File: src/rtl/uart_rx_pkg.sv
// Package: shared types and helpers for the oversampled receive channel.
// Assumes: consumers import it before use; no state lives here.
package uart_rx_pkg;

    // Receiver frame sequencer states.
    typedef enum logic [2:0] {
        RX_IDLE,
        RX_START,
        RX_DATA,
        RX_PAR,
        RX_STOP,
        RX_WAIT
    } rx_state_t;

    // One received character with its condition flags.
    typedef struct packed {
        logic [8:0] data;
        logic       perr;
        logic       ferr;
        logic       brk;
    } rx_frame_t;

    // Status byte bit positions.
    localparam int unsigned ST_BIT8 = 0;
    localparam int unsigned ST_PERR = 1;
    localparam int unsigned ST_FERR = 2;
    localparam int unsigned ST_OVR  = 3;
    localparam int unsigned ST_BRK  = 4;

    // Map the width code onto a data bit count.
    function automatic logic [3:0] width_of(input logic [1:0] code);
        case (code)
            2'd0:    width_of = 4'd7;
            2'd2:    width_of = 4'd9;
            default: width_of = 4'd8;
        endcase
    endfunction

    // Assemble the status byte stored after a data byte.
    function automatic logic [7:0] status_of(input rx_frame_t f, input logic ovr);
        logic [7:0] s;
        s          = 8'h00;
        s[ST_BIT8] = f.data[8];
        s[ST_PERR] = f.perr;
        s[ST_FERR] = f.ferr;
        s[ST_OVR]  = ovr;
        s[ST_BRK]  = f.brk;
        return s;
    endfunction

endpackage

File: src/rtl/rx_frame_sampler.sv
// Module: rx_frame_sampler
// Synchronises the RX line, validates the start bit at mid-bit, samples
// data, parity and stop bits at their centres on the oversampling tick and
// emits one single-cycle frame pulse carrying data and condition flags.
// Assumes: tick_i is a one-cycle pulse at OVS times the bit rate; the
// configuration is stable around a start edge.
module rx_frame_sampler
    import uart_rx_pkg::*;
#(
    parameter int unsigned OVS         = 16,
    parameter int unsigned SYNC_STAGES = 2
) (
    input  logic       clk,
    input  logic       rst_n,
    input  logic       rx_i,
    input  logic       tick_i,
    input  logic [1:0] cfg_bits_i,
    input  logic       cfg_par_en_i,
    input  logic       cfg_par_odd_i,
    output logic       frame_valid_o,
    output rx_frame_t  frame_o
);

    localparam int unsigned CW = $clog2(OVS);
    localparam logic [CW-1:0] MID_C  = CW'(OVS / 2 - 1);
    localparam logic [CW-1:0] LAST_C = CW'(OVS - 1);

    logic [SYNC_STAGES-1:0] sync_q;
    logic                   rx_s;
    rx_state_t              state;
    logic [CW-1:0]          cnt;
    logic [3:0]             bit_idx;
    logic [3:0]             nb_q;
    logic                   par_en_q;
    logic                   par_odd_q;
    logic                   pbit_q;
    logic [8:0]             shreg;
    logic [8:0]             data_al;

    // Purpose: bring the asynchronous line into the clock domain, idle high.
    always_ff @(posedge clk) begin
        if (!rst_n) sync_q <= '1;
        else        sync_q <= {sync_q[SYNC_STAGES-2:0], rx_i};
    end

    assign rx_s = sync_q[SYNC_STAGES-1];

    // Purpose: right-align the shifted data to the captured width.
    always_comb begin
        case (nb_q)
            4'd7:    data_al = {2'b00, shreg[8:2]};
            4'd8:    data_al = {1'b0, shreg[8:1]};
            default: data_al = shreg;
        endcase
    end

    // Purpose: frame sequencer, bit-centre sampling and frame result capture.
    always_ff @(posedge clk) begin
        if (!rst_n) begin
            state         <= RX_IDLE;
            cnt           <= '0;
            bit_idx       <= '0;
            nb_q          <= 4'd8;
            par_en_q      <= 1'b0;
            par_odd_q     <= 1'b0;
            pbit_q        <= 1'b0;
            shreg         <= '0;
            frame_valid_o <= 1'b0;
            frame_o       <= '0;
        end else begin
            frame_valid_o <= 1'b0;
            case (state)
                RX_IDLE: begin
                    if (!rx_s) begin
                        state     <= RX_START;
                        cnt       <= '0;
                        nb_q      <= width_of(cfg_bits_i);
                        par_en_q  <= cfg_par_en_i;
                        par_odd_q <= cfg_par_odd_i;
                    end
                end
                RX_START: begin
                    if (tick_i) begin
                        if (cnt == MID_C) begin
                            cnt     <= '0;
                            bit_idx <= '0;
                            shreg   <= '0;
                            state   <= rx_s ? RX_IDLE : RX_DATA;
                        end else begin
                            cnt <= cnt + 1'b1;
                        end
                    end
                end
                RX_DATA: begin
                    if (tick_i) begin
                        if (cnt == LAST_C) begin
                            cnt     <= '0;
                            shreg   <= {rx_s, shreg[8:1]};
                            bit_idx <= bit_idx + 4'd1;
                            if (bit_idx == nb_q - 4'd1)
                                state <= par_en_q ? RX_PAR : RX_STOP;
                        end else begin
                            cnt <= cnt + 1'b1;
                        end
                    end
                end
                RX_PAR: begin
                    if (tick_i) begin
                        if (cnt == LAST_C) begin
                            cnt    <= '0;
                            pbit_q <= rx_s;
                            state  <= RX_STOP;
                        end else begin
                            cnt <= cnt + 1'b1;
                        end
                    end
                end
                RX_STOP: begin
                    if (tick_i) begin
                        if (cnt == LAST_C) begin
                            cnt           <= '0;
                            frame_valid_o <= 1'b1;
                            frame_o.data  <= data_al;
                            frame_o.perr  <= par_en_q & (^data_al ^ pbit_q ^ par_odd_q);
                            frame_o.ferr  <= ~rx_s;
                            frame_o.brk   <= ~rx_s & (data_al == 9'd0);
                            state         <= rx_s ? RX_IDLE : RX_WAIT;
                        end else begin
                            cnt <= cnt + 1'b1;
                        end
                    end
                end
                RX_WAIT: begin
                    if (rx_s) state <= RX_IDLE;
                end
                default: state <= RX_IDLE;
            endcase
        end
    end

    // a frame result is a single-cycle event.
    assert_single_frame_R3: assert property (@(posedge clk) disable iff (!rst_n)
        frame_valid_o |=> !frame_valid_o);

    // a break always carries a framing error.
    assert_break_ferr_R8: assert property (@(posedge clk) disable iff (!rst_n)
        (frame_valid_o && frame_o.brk) |-> frame_o.ferr);

    // after a low stop bit the sequencer waits for the line to go high.
    assert_wait_high_R7: assert property (@(posedge clk) disable iff (!rst_n)
        (frame_valid_o && frame_o.ferr) |-> (state == RX_WAIT));

endmodule

File: src/rtl/rx_store_ctrl.sv
// Module: rx_store_ctrl
// Decides what a finished frame writes into the FIFO: one data byte in
// normal mode, or a data byte followed by a status byte in status mode.
// Drops a frame that does not fit and carries an overrun flag to the next
// stored frame.
// Assumes: frames arrive many cycles apart, so the status write slot is free.
module rx_store_ctrl
    import uart_rx_pkg::*;
#(
    parameter int unsigned DEPTH = 384,
    parameter int unsigned CW    = $clog2(DEPTH + 1)
) (
    input  logic          clk,
    input  logic          rst_n,
    input  logic          frame_valid_i,
    input  rx_frame_t     frame_i,
    input  logic          stat_mode_i,
    input  logic [CW-1:0] free_i,
    output logic          wr_en_o,
    output logic [7:0]    wr_data_o
);

    logic          stat_pend_q;
    logic [7:0]    stat_byte_q;
    logic          ovr_pend_q;
    logic [CW-1:0] need_w;

    assign need_w = stat_mode_i ? CW'(2) : CW'(1);

    // Purpose: issue data and status writes and keep the overrun flag.
    always_ff @(posedge clk) begin
        if (!rst_n) begin
            wr_en_o     <= 1'b0;
            wr_data_o   <= '0;
            stat_pend_q <= 1'b0;
            stat_byte_q <= '0;
            ovr_pend_q  <= 1'b0;
        end else begin
            wr_en_o <= 1'b0;
            if (stat_pend_q) begin
                wr_en_o     <= 1'b1;
                wr_data_o   <= stat_byte_q;
                stat_pend_q <= 1'b0;
            end else if (frame_valid_i) begin
                if (free_i >= need_w) begin
                    wr_en_o    <= 1'b1;
                    wr_data_o  <= frame_i.data[7:0];
                    ovr_pend_q <= 1'b0;
                    if (stat_mode_i) begin
                        stat_pend_q <= 1'b1;
                        stat_byte_q <= status_of(frame_i, ovr_pend_q);
                    end
                end else begin
                    ovr_pend_q <= 1'b1;
                end
            end
        end
    end

    // a normal-mode frame produces at most one write.
    assert_one_entry_R4: assert property (@(posedge clk) disable iff (!rst_n)
        (frame_valid_i && !stat_mode_i) |=> ##1 !wr_en_o);

    // a status-mode frame that fits produces two back-to-back writes.
    assert_two_entries_R5: assert property (@(posedge clk) disable iff (!rst_n)
        (frame_valid_i && stat_mode_i && free_i >= CW'(2)) |=> (wr_en_o ##1 wr_en_o));

    // a frame that does not fit writes nothing.
    assert_drop_R9: assert property (@(posedge clk) disable iff (!rst_n)
        (frame_valid_i && !stat_pend_q && free_i < need_w) |=> !wr_en_o);

endmodule

File: src/rtl/rx_byte_fifo.sv
// Module: rx_byte_fifo
// Show-ahead byte FIFO of any depth (not limited to powers of two), with
// wrapping pointers and an occupancy count that yields the free space.
// Assumes: the writer never writes when full; reads while empty are ignored.
module rx_byte_fifo #(
    parameter int unsigned DEPTH = 384,
    parameter int unsigned W     = 8,
    parameter int unsigned CW    = $clog2(DEPTH + 1)
) (
    input  logic          clk,
    input  logic          rst_n,
    input  logic          wr_en_i,
    input  logic [W-1:0]  wr_data_i,
    input  logic          rd_en_i,
    output logic [W-1:0]  rd_data_o,
    output logic          empty_o,
    output logic [CW-1:0] free_o
);

    localparam int unsigned PW = $clog2(DEPTH);
    localparam logic [PW-1:0] PTR_LAST = PW'(DEPTH - 1);
    localparam logic [CW-1:0] CNT_FULL = CW'(DEPTH);

    logic [W-1:0]  mem [DEPTH];
    logic [PW-1:0] wr_ptr;
    logic [PW-1:0] rd_ptr;
    logic [CW-1:0] count;
    logic          do_wr;
    logic          do_rd;

    assign do_wr     = wr_en_i && (count != CNT_FULL);
    assign do_rd     = rd_en_i && (count != '0);
    assign empty_o   = (count == '0);
    assign free_o    = CNT_FULL - count;
    assign rd_data_o = mem[rd_ptr];

    // Purpose: storage array write port (contents need no reset).
    always_ff @(posedge clk) begin
        if (do_wr) mem[wr_ptr] <= wr_data_i;
    end

    // Purpose: pointer wrap and occupancy tracking.
    always_ff @(posedge clk) begin
        if (!rst_n) begin
            wr_ptr <= '0;
            rd_ptr <= '0;
            count  <= '0;
        end else begin
            if (do_wr) wr_ptr <= (wr_ptr == PTR_LAST) ? '0 : wr_ptr + 1'b1;
            if (do_rd) rd_ptr <= (rd_ptr == PTR_LAST) ? '0 : rd_ptr + 1'b1;
            case ({do_wr, do_rd})
                2'b10:   count <= count + 1'b1;
                2'b01:   count <= count - 1'b1;
                default: count <= count;
            endcase
        end
    end

    // the store controller never writes into a full FIFO.
    assert_no_overflow_R9: assert property (@(posedge clk) disable iff (!rst_n)
        wr_en_i |-> (count != CNT_FULL));

    // a read of an empty FIFO leaves it empty.
    assert_empty_read_R10: assert property (@(posedge clk) disable iff (!rst_n)
        (rd_en_i && empty_o && !wr_en_i) |=> empty_o);

    // occupancy stays within the depth.
    assert_level_R10: assert property (@(posedge clk) disable iff (!rst_n)
        count <= CNT_FULL);

endmodule

File: src/rtl/uart_rx_store.sv
// Module: uart_rx_store
// Top of the receive channel: frame sampler, store controller and byte FIFO.
// Assumes: tick16_i pulses at 16x the bit rate; DEPTH >= 2.
module uart_rx_store
    import uart_rx_pkg::*;
#(
    parameter int unsigned DEPTH       = 384,
    parameter int unsigned OVS         = 16,
    parameter int unsigned SYNC_STAGES = 2
) (
    input  logic       clk,
    input  logic       rst_n,
    input  logic       rx_i,
    input  logic       tick16_i,
    input  logic [1:0] cfg_bits_i,
    input  logic       cfg_par_en_i,
    input  logic       cfg_par_odd_i,
    input  logic       cfg_stat_mode_i,
    input  logic       rd_en_i,
    output logic [7:0] rd_data_o,
    output logic       empty_o
);

    localparam int unsigned CW = $clog2(DEPTH + 1);

    logic          frame_valid;
    rx_frame_t     frame;
    logic          wr_en;
    logic [7:0]    wr_data;
    logic [CW-1:0] free;

    rx_frame_sampler #(
        .OVS         (OVS),
        .SYNC_STAGES (SYNC_STAGES)
    ) u_sampler (
        .clk           (clk),
        .rst_n         (rst_n),
        .rx_i          (rx_i),
        .tick_i        (tick16_i),
        .cfg_bits_i    (cfg_bits_i),
        .cfg_par_en_i  (cfg_par_en_i),
        .cfg_par_odd_i (cfg_par_odd_i),
        .frame_valid_o (frame_valid),
        .frame_o       (frame)
    );

    rx_store_ctrl #(
        .DEPTH (DEPTH),
        .CW    (CW)
    ) u_ctrl (
        .clk           (clk),
        .rst_n         (rst_n),
        .frame_valid_i (frame_valid),
        .frame_i       (frame),
        .stat_mode_i   (cfg_stat_mode_i),
        .free_i        (free),
        .wr_en_o       (wr_en),
        .wr_data_o     (wr_data)
    );

    rx_byte_fifo #(
        .DEPTH (DEPTH),
        .W     (8),
        .CW    (CW)
    ) u_fifo (
        .clk       (clk),
        .rst_n     (rst_n),
        .wr_en_i   (wr_en),
        .wr_data_i (wr_data),
        .rd_en_i   (rd_en_i),
        .rd_data_o (rd_data_o),
        .empty_o   (empty_o),
        .free_o    (free)
    );

endmodule

File: config.mk
export PLATFORM = sky130hd
export DESIGN_NAME = uart_rx_store
export DESIGN_NICKNAME = d
export VERILOG_FILES = /design/src/rtl/uart_rx_pkg.sv /design/src/rtl/rx_frame_sampler.sv /design/src/rtl/rx_store_ctrl.sv /design/src/rtl/rx_byte_fifo.sv /design/src/rtl/uart_rx_store.sv
export SDC_FILE = /design/constraint.sdc
export NUM_CORES = 2
export LEC_CHECK = 0
export BUFFER_PORTS_ARGS = -buffer_cell sky130_fd_sc_hd__buf_2
export CAP_MARGIN = 0
export CORE_MARGIN = 4
export CORE_UTILIZATION = 35
export CTS_CLUSTER_DIAMETER = 50
export DETAILED_ROUTE_END_ITERATION = 10
export PLACE_DENSITY = 0.51
export SLEW_MARGIN = 30
export SYNTH_ARGS = -nofsm -noshare
export SYNTH_HDL_FRONTEND = slang
export SYNTH_SLANG_ARGS = --single-unit
File: constraint.sdc
create_clock -name clk -period 6.86 [get_ports clk]
set_input_delay 2.058 -clock clk [delete_from_list [all_inputs] [get_ports clk]]
set_output_delay 2.058 -clock clk [all_outputs]
set_load 0.05 [all_outputs]
==> key figures <==
Detailed routing
  – DR WL/cell: 28.4 um
  – DRC errors left: 0
  – Routed WL: ~310000 um
  – Via density: approximately 5.4
  – Detailed-route via count: approximately 60000
  – Iter 0 DRT Violations: a little under 6000
  – Routed Antenna Nets: 0
  – DRT Pass-1 Iters: 6

Status
  – Outcome: complete, no violations

Logic synthesis
  – Dominant cell type by area after synthesis: edfxtp_1
  – Post-synth EDFFs: slightly above 3000
  – Yosys reg bits: ~3200
  – Cell area after synthesis: 123000 um^2
  – Top FF cell, synth: edfxtp_1
  – Top cells by instance count after synthesis: 3072 x edfxtp_1, 775 x mux4_2, 468 x nor2_1
  – Synth cell types: 65
  – Post-synth top area share: 74.9%
  – Synth top area cells: edfxtp_1 75%, mux4_2 14%, dfxtp_1 1.5%, mux2i_1 1.5%, nor2_1 1.4%
  – Sequential area share after synthesis: 76.5%
  – Top-count cell post-synth: edfxtp_1
  – Async SR Flop Fraction: 0%
  – Gate count after technology mapping: around 5900
  – Synthesis Warnings: 0
  – Syn avg cell area: 20.7 um^2
  – Total nets after synthesis: between 5000 and 6000

Die
  – Row count: ~220
  – Initial cell density of the core: between 30% and 40%
  – Top-level I/O count: 19
  – Die width: between 600 and 700 um
  – Die Height: around 600 um
  – DIE AREA: about 360000 um^2
  – Core Footprint: approximately 350000 um^2

Pwr
  – VDD IR max: between 0.3 and 0.4 mV
  – Leak: roughly 36 nW
  – PD cells: 305 nW/um^2

Flow run
  – Max Cap Viol: 0

STA
  – Worst Tran Pin Value: approximately 1.0 ns
  – Max Fclk: 148 MHz
  – Worst setup margin: around 0.099 ns
  – Worst Skew: approximately 0.044 ns
  – Final setup fails: 0
  – Max_slew headroom: between 30% and 40%
  – Setup TNS: 0 ns
  – Final Hold Viols: 0
  – Post-layout min period: 6.76 ns
  – Final count of pins violating max slew: 0
  – Final Cycle Share: ~100%
  – RSZ-0062 raised after global routing: false

Setup path
  – Slowest-stage cell, CP: o21ai_0
  – Crit-path max FO: 28
  – Critical Path End Type: output port
  – Slowest stage delay, CP: 0.76 ns
  – Critical-path cell list: buf_12 > buf_4 > buf_12 > mux4_2 > mux4_2 > o21ai_0 > a221oi_1 > or3_1 > buf_2
  – Crit path launch type: register
  – Critical Path RT: 4.80 ns
  – Crit Path Class: register to output port
  – CP arrival: between 4 and 5 ns

GRT
  – Initial antenna violation count: 9
  – Maximum number of pins on one net before global-route repair: 221
  – Congestion Overflow GR: 0
  – Global Route Usage Sum: 17.0%
  – First-pass GRT wire length: ~450000 um
  – Number of global-route vias before repair: 61700

Clock tree
  – Worst skew pair latency: 0.93 ns
  – H-tree Lvls: 5
  – Clock sink total: approximately 3200
  – CTS buffer count: ~370
  – Post-CTS Hold Buffers: 0
  – CTS tree: done
  – Root Driver: clkbuf_16
  – CTS clk-pin slew, worst paths: 0.06 ns
  – CTS max path bufs: 4

Place
  – Placed insts: slightly above 10000
  – Port bufs: 18
  – HPWL after detailed placement: roughly 190000 um
  – Gpl congestion: 0.801
  – Worst slack, placed: 0.0788 ns

Finish
  – Non-filler cells, final: about 11000
  – # nets final: 6208
  – Syn-to-layout area delta: 15.7%
  – Fill count: around 30000
  – Layout cell share with drive strength beyond 1: approximately a quarter

Worst hold path
  – Hold Crit Class: register to register
## critical path, delay by kind of cell, from the launching register on
family / cells / cell delay, ns
DFF: 1 / 0.40
and+or+nand+nor: 1 / 0.39
buffers and inverters: 4 / 0.83
AOI/OAI and AO/OA: 2 / 1.08
muxes: 2 / 1.02
## flip-flops by register name, indices dropped and copies added, names as in the netlist, 2 cells and up, named ones only
register / flops
u_fifo.count: 9
u_sampler.frame_o: 12
u_sampler.bit_idx: 4
u_fifo.wr_ptr: 9
u_sampler.sync_q: 2
u_fifo.rd_ptr: 9
u_ctrl.wr_data_o: 8
u_ctrl.stat_byte_q: 5
u_sampler.nb_q: 3
u_sampler.shreg: 9
u_fifo.mem: 3072
u_sampler.cnt: 4
u_sampler.state: 3
## cells in the final DEF (no fill, tap or decap), types with 48 or more instances in the layout
cell type and count:
buf_4 150, clkinv_2 48, edfxtp_1 3072, dfxtp_1 78, nand2_1 199, mux2i_1 180
mux4_2 775, a21oi_1 97, clkbuf_16 378, a22oi_1 76, clkinv_1 70, nor2_1 450
## metal layers
metal  share of wire, %  up-vias  GRT usage [%]
li1                   -    25200              -
met1                 44    32500           24.2
met2                 48     1730           27.4
met3                5.6      439           2.64
met4                2.6        2           4.49
met5             0.0041        -              0
## cells by family after synthesis
group | count (synthesis) | synth area share [%]
buf+inv | 389 | 1.57
mux | 958 | 15.7
flops | 3165 | 76.5
xor+xnor | 36 | 0.256
fa+ha+maj | 20 | 0.203
compound gates | 501 | 2.88
simple gates | 869 | 2.97
## where the power goes
part | total [W] | switching, W | internal, W
sequential | 0.0209 | 0.0000493 | 0.0209
clock | 0.0200 | 0.00813 | 0.0118
combinational | 0.00255 | 0.00143 | 0.00111
total | 0.0434 | 0.00962 | 0.0338
## per-stage QoR
step                instance area (um^2)  util, %  total power (W)  hold slack [ns]
CTS                               142000     40.7           0.0439            0.405
detailed placement                129000     37.0           0.0239            0.391
finish                            142000     40.7           0.0434            0.405
global placement                  129000     37.0           0.0239            0.390
floorplan                         123000        -           0.0232            0.386
global route                      142000     40.7           0.0449            0.434
## repair_timing
item,in CTS,in global routing
endpoints found under the setup margin,8,2
pin swaps,1,0
setup buffers,10,0
resized for setup,33,2
gates cloned,3,0
## layout make-up
class	instances	area, um^2	share of cell area [%]
Antenna cell	4	10.0	0.00703
Tap cell	4599	5750	4.04
Sequential cell	3165	94200	66.1
Timing Repair Buffer	233	2570	1.80
Multi-Input combinational cell	2384	27300	19.2
Inverter	22	85.1	0.0597
Clock inverter	249	2830	1.99
Clock buffer	429	9710	6.82
## path summary, 6_finish.rpt
check / startpoint / slack (ns) / to / depth (start not counted)
min reg2reg: u_sampler.sync_q[0] / 0.41 / u_sampler.sync_q[1] / 1
min: u_sampler.sync_q[0] / 0.41 / u_sampler.sync_q[1] / 1
max reg2reg: u_fifo.count[0] / 2.25 / u_fifo.count[6] / 15
max: register / 0.1 / rd_data_o[0] / 9
Power figures use the tool's default switching activity.
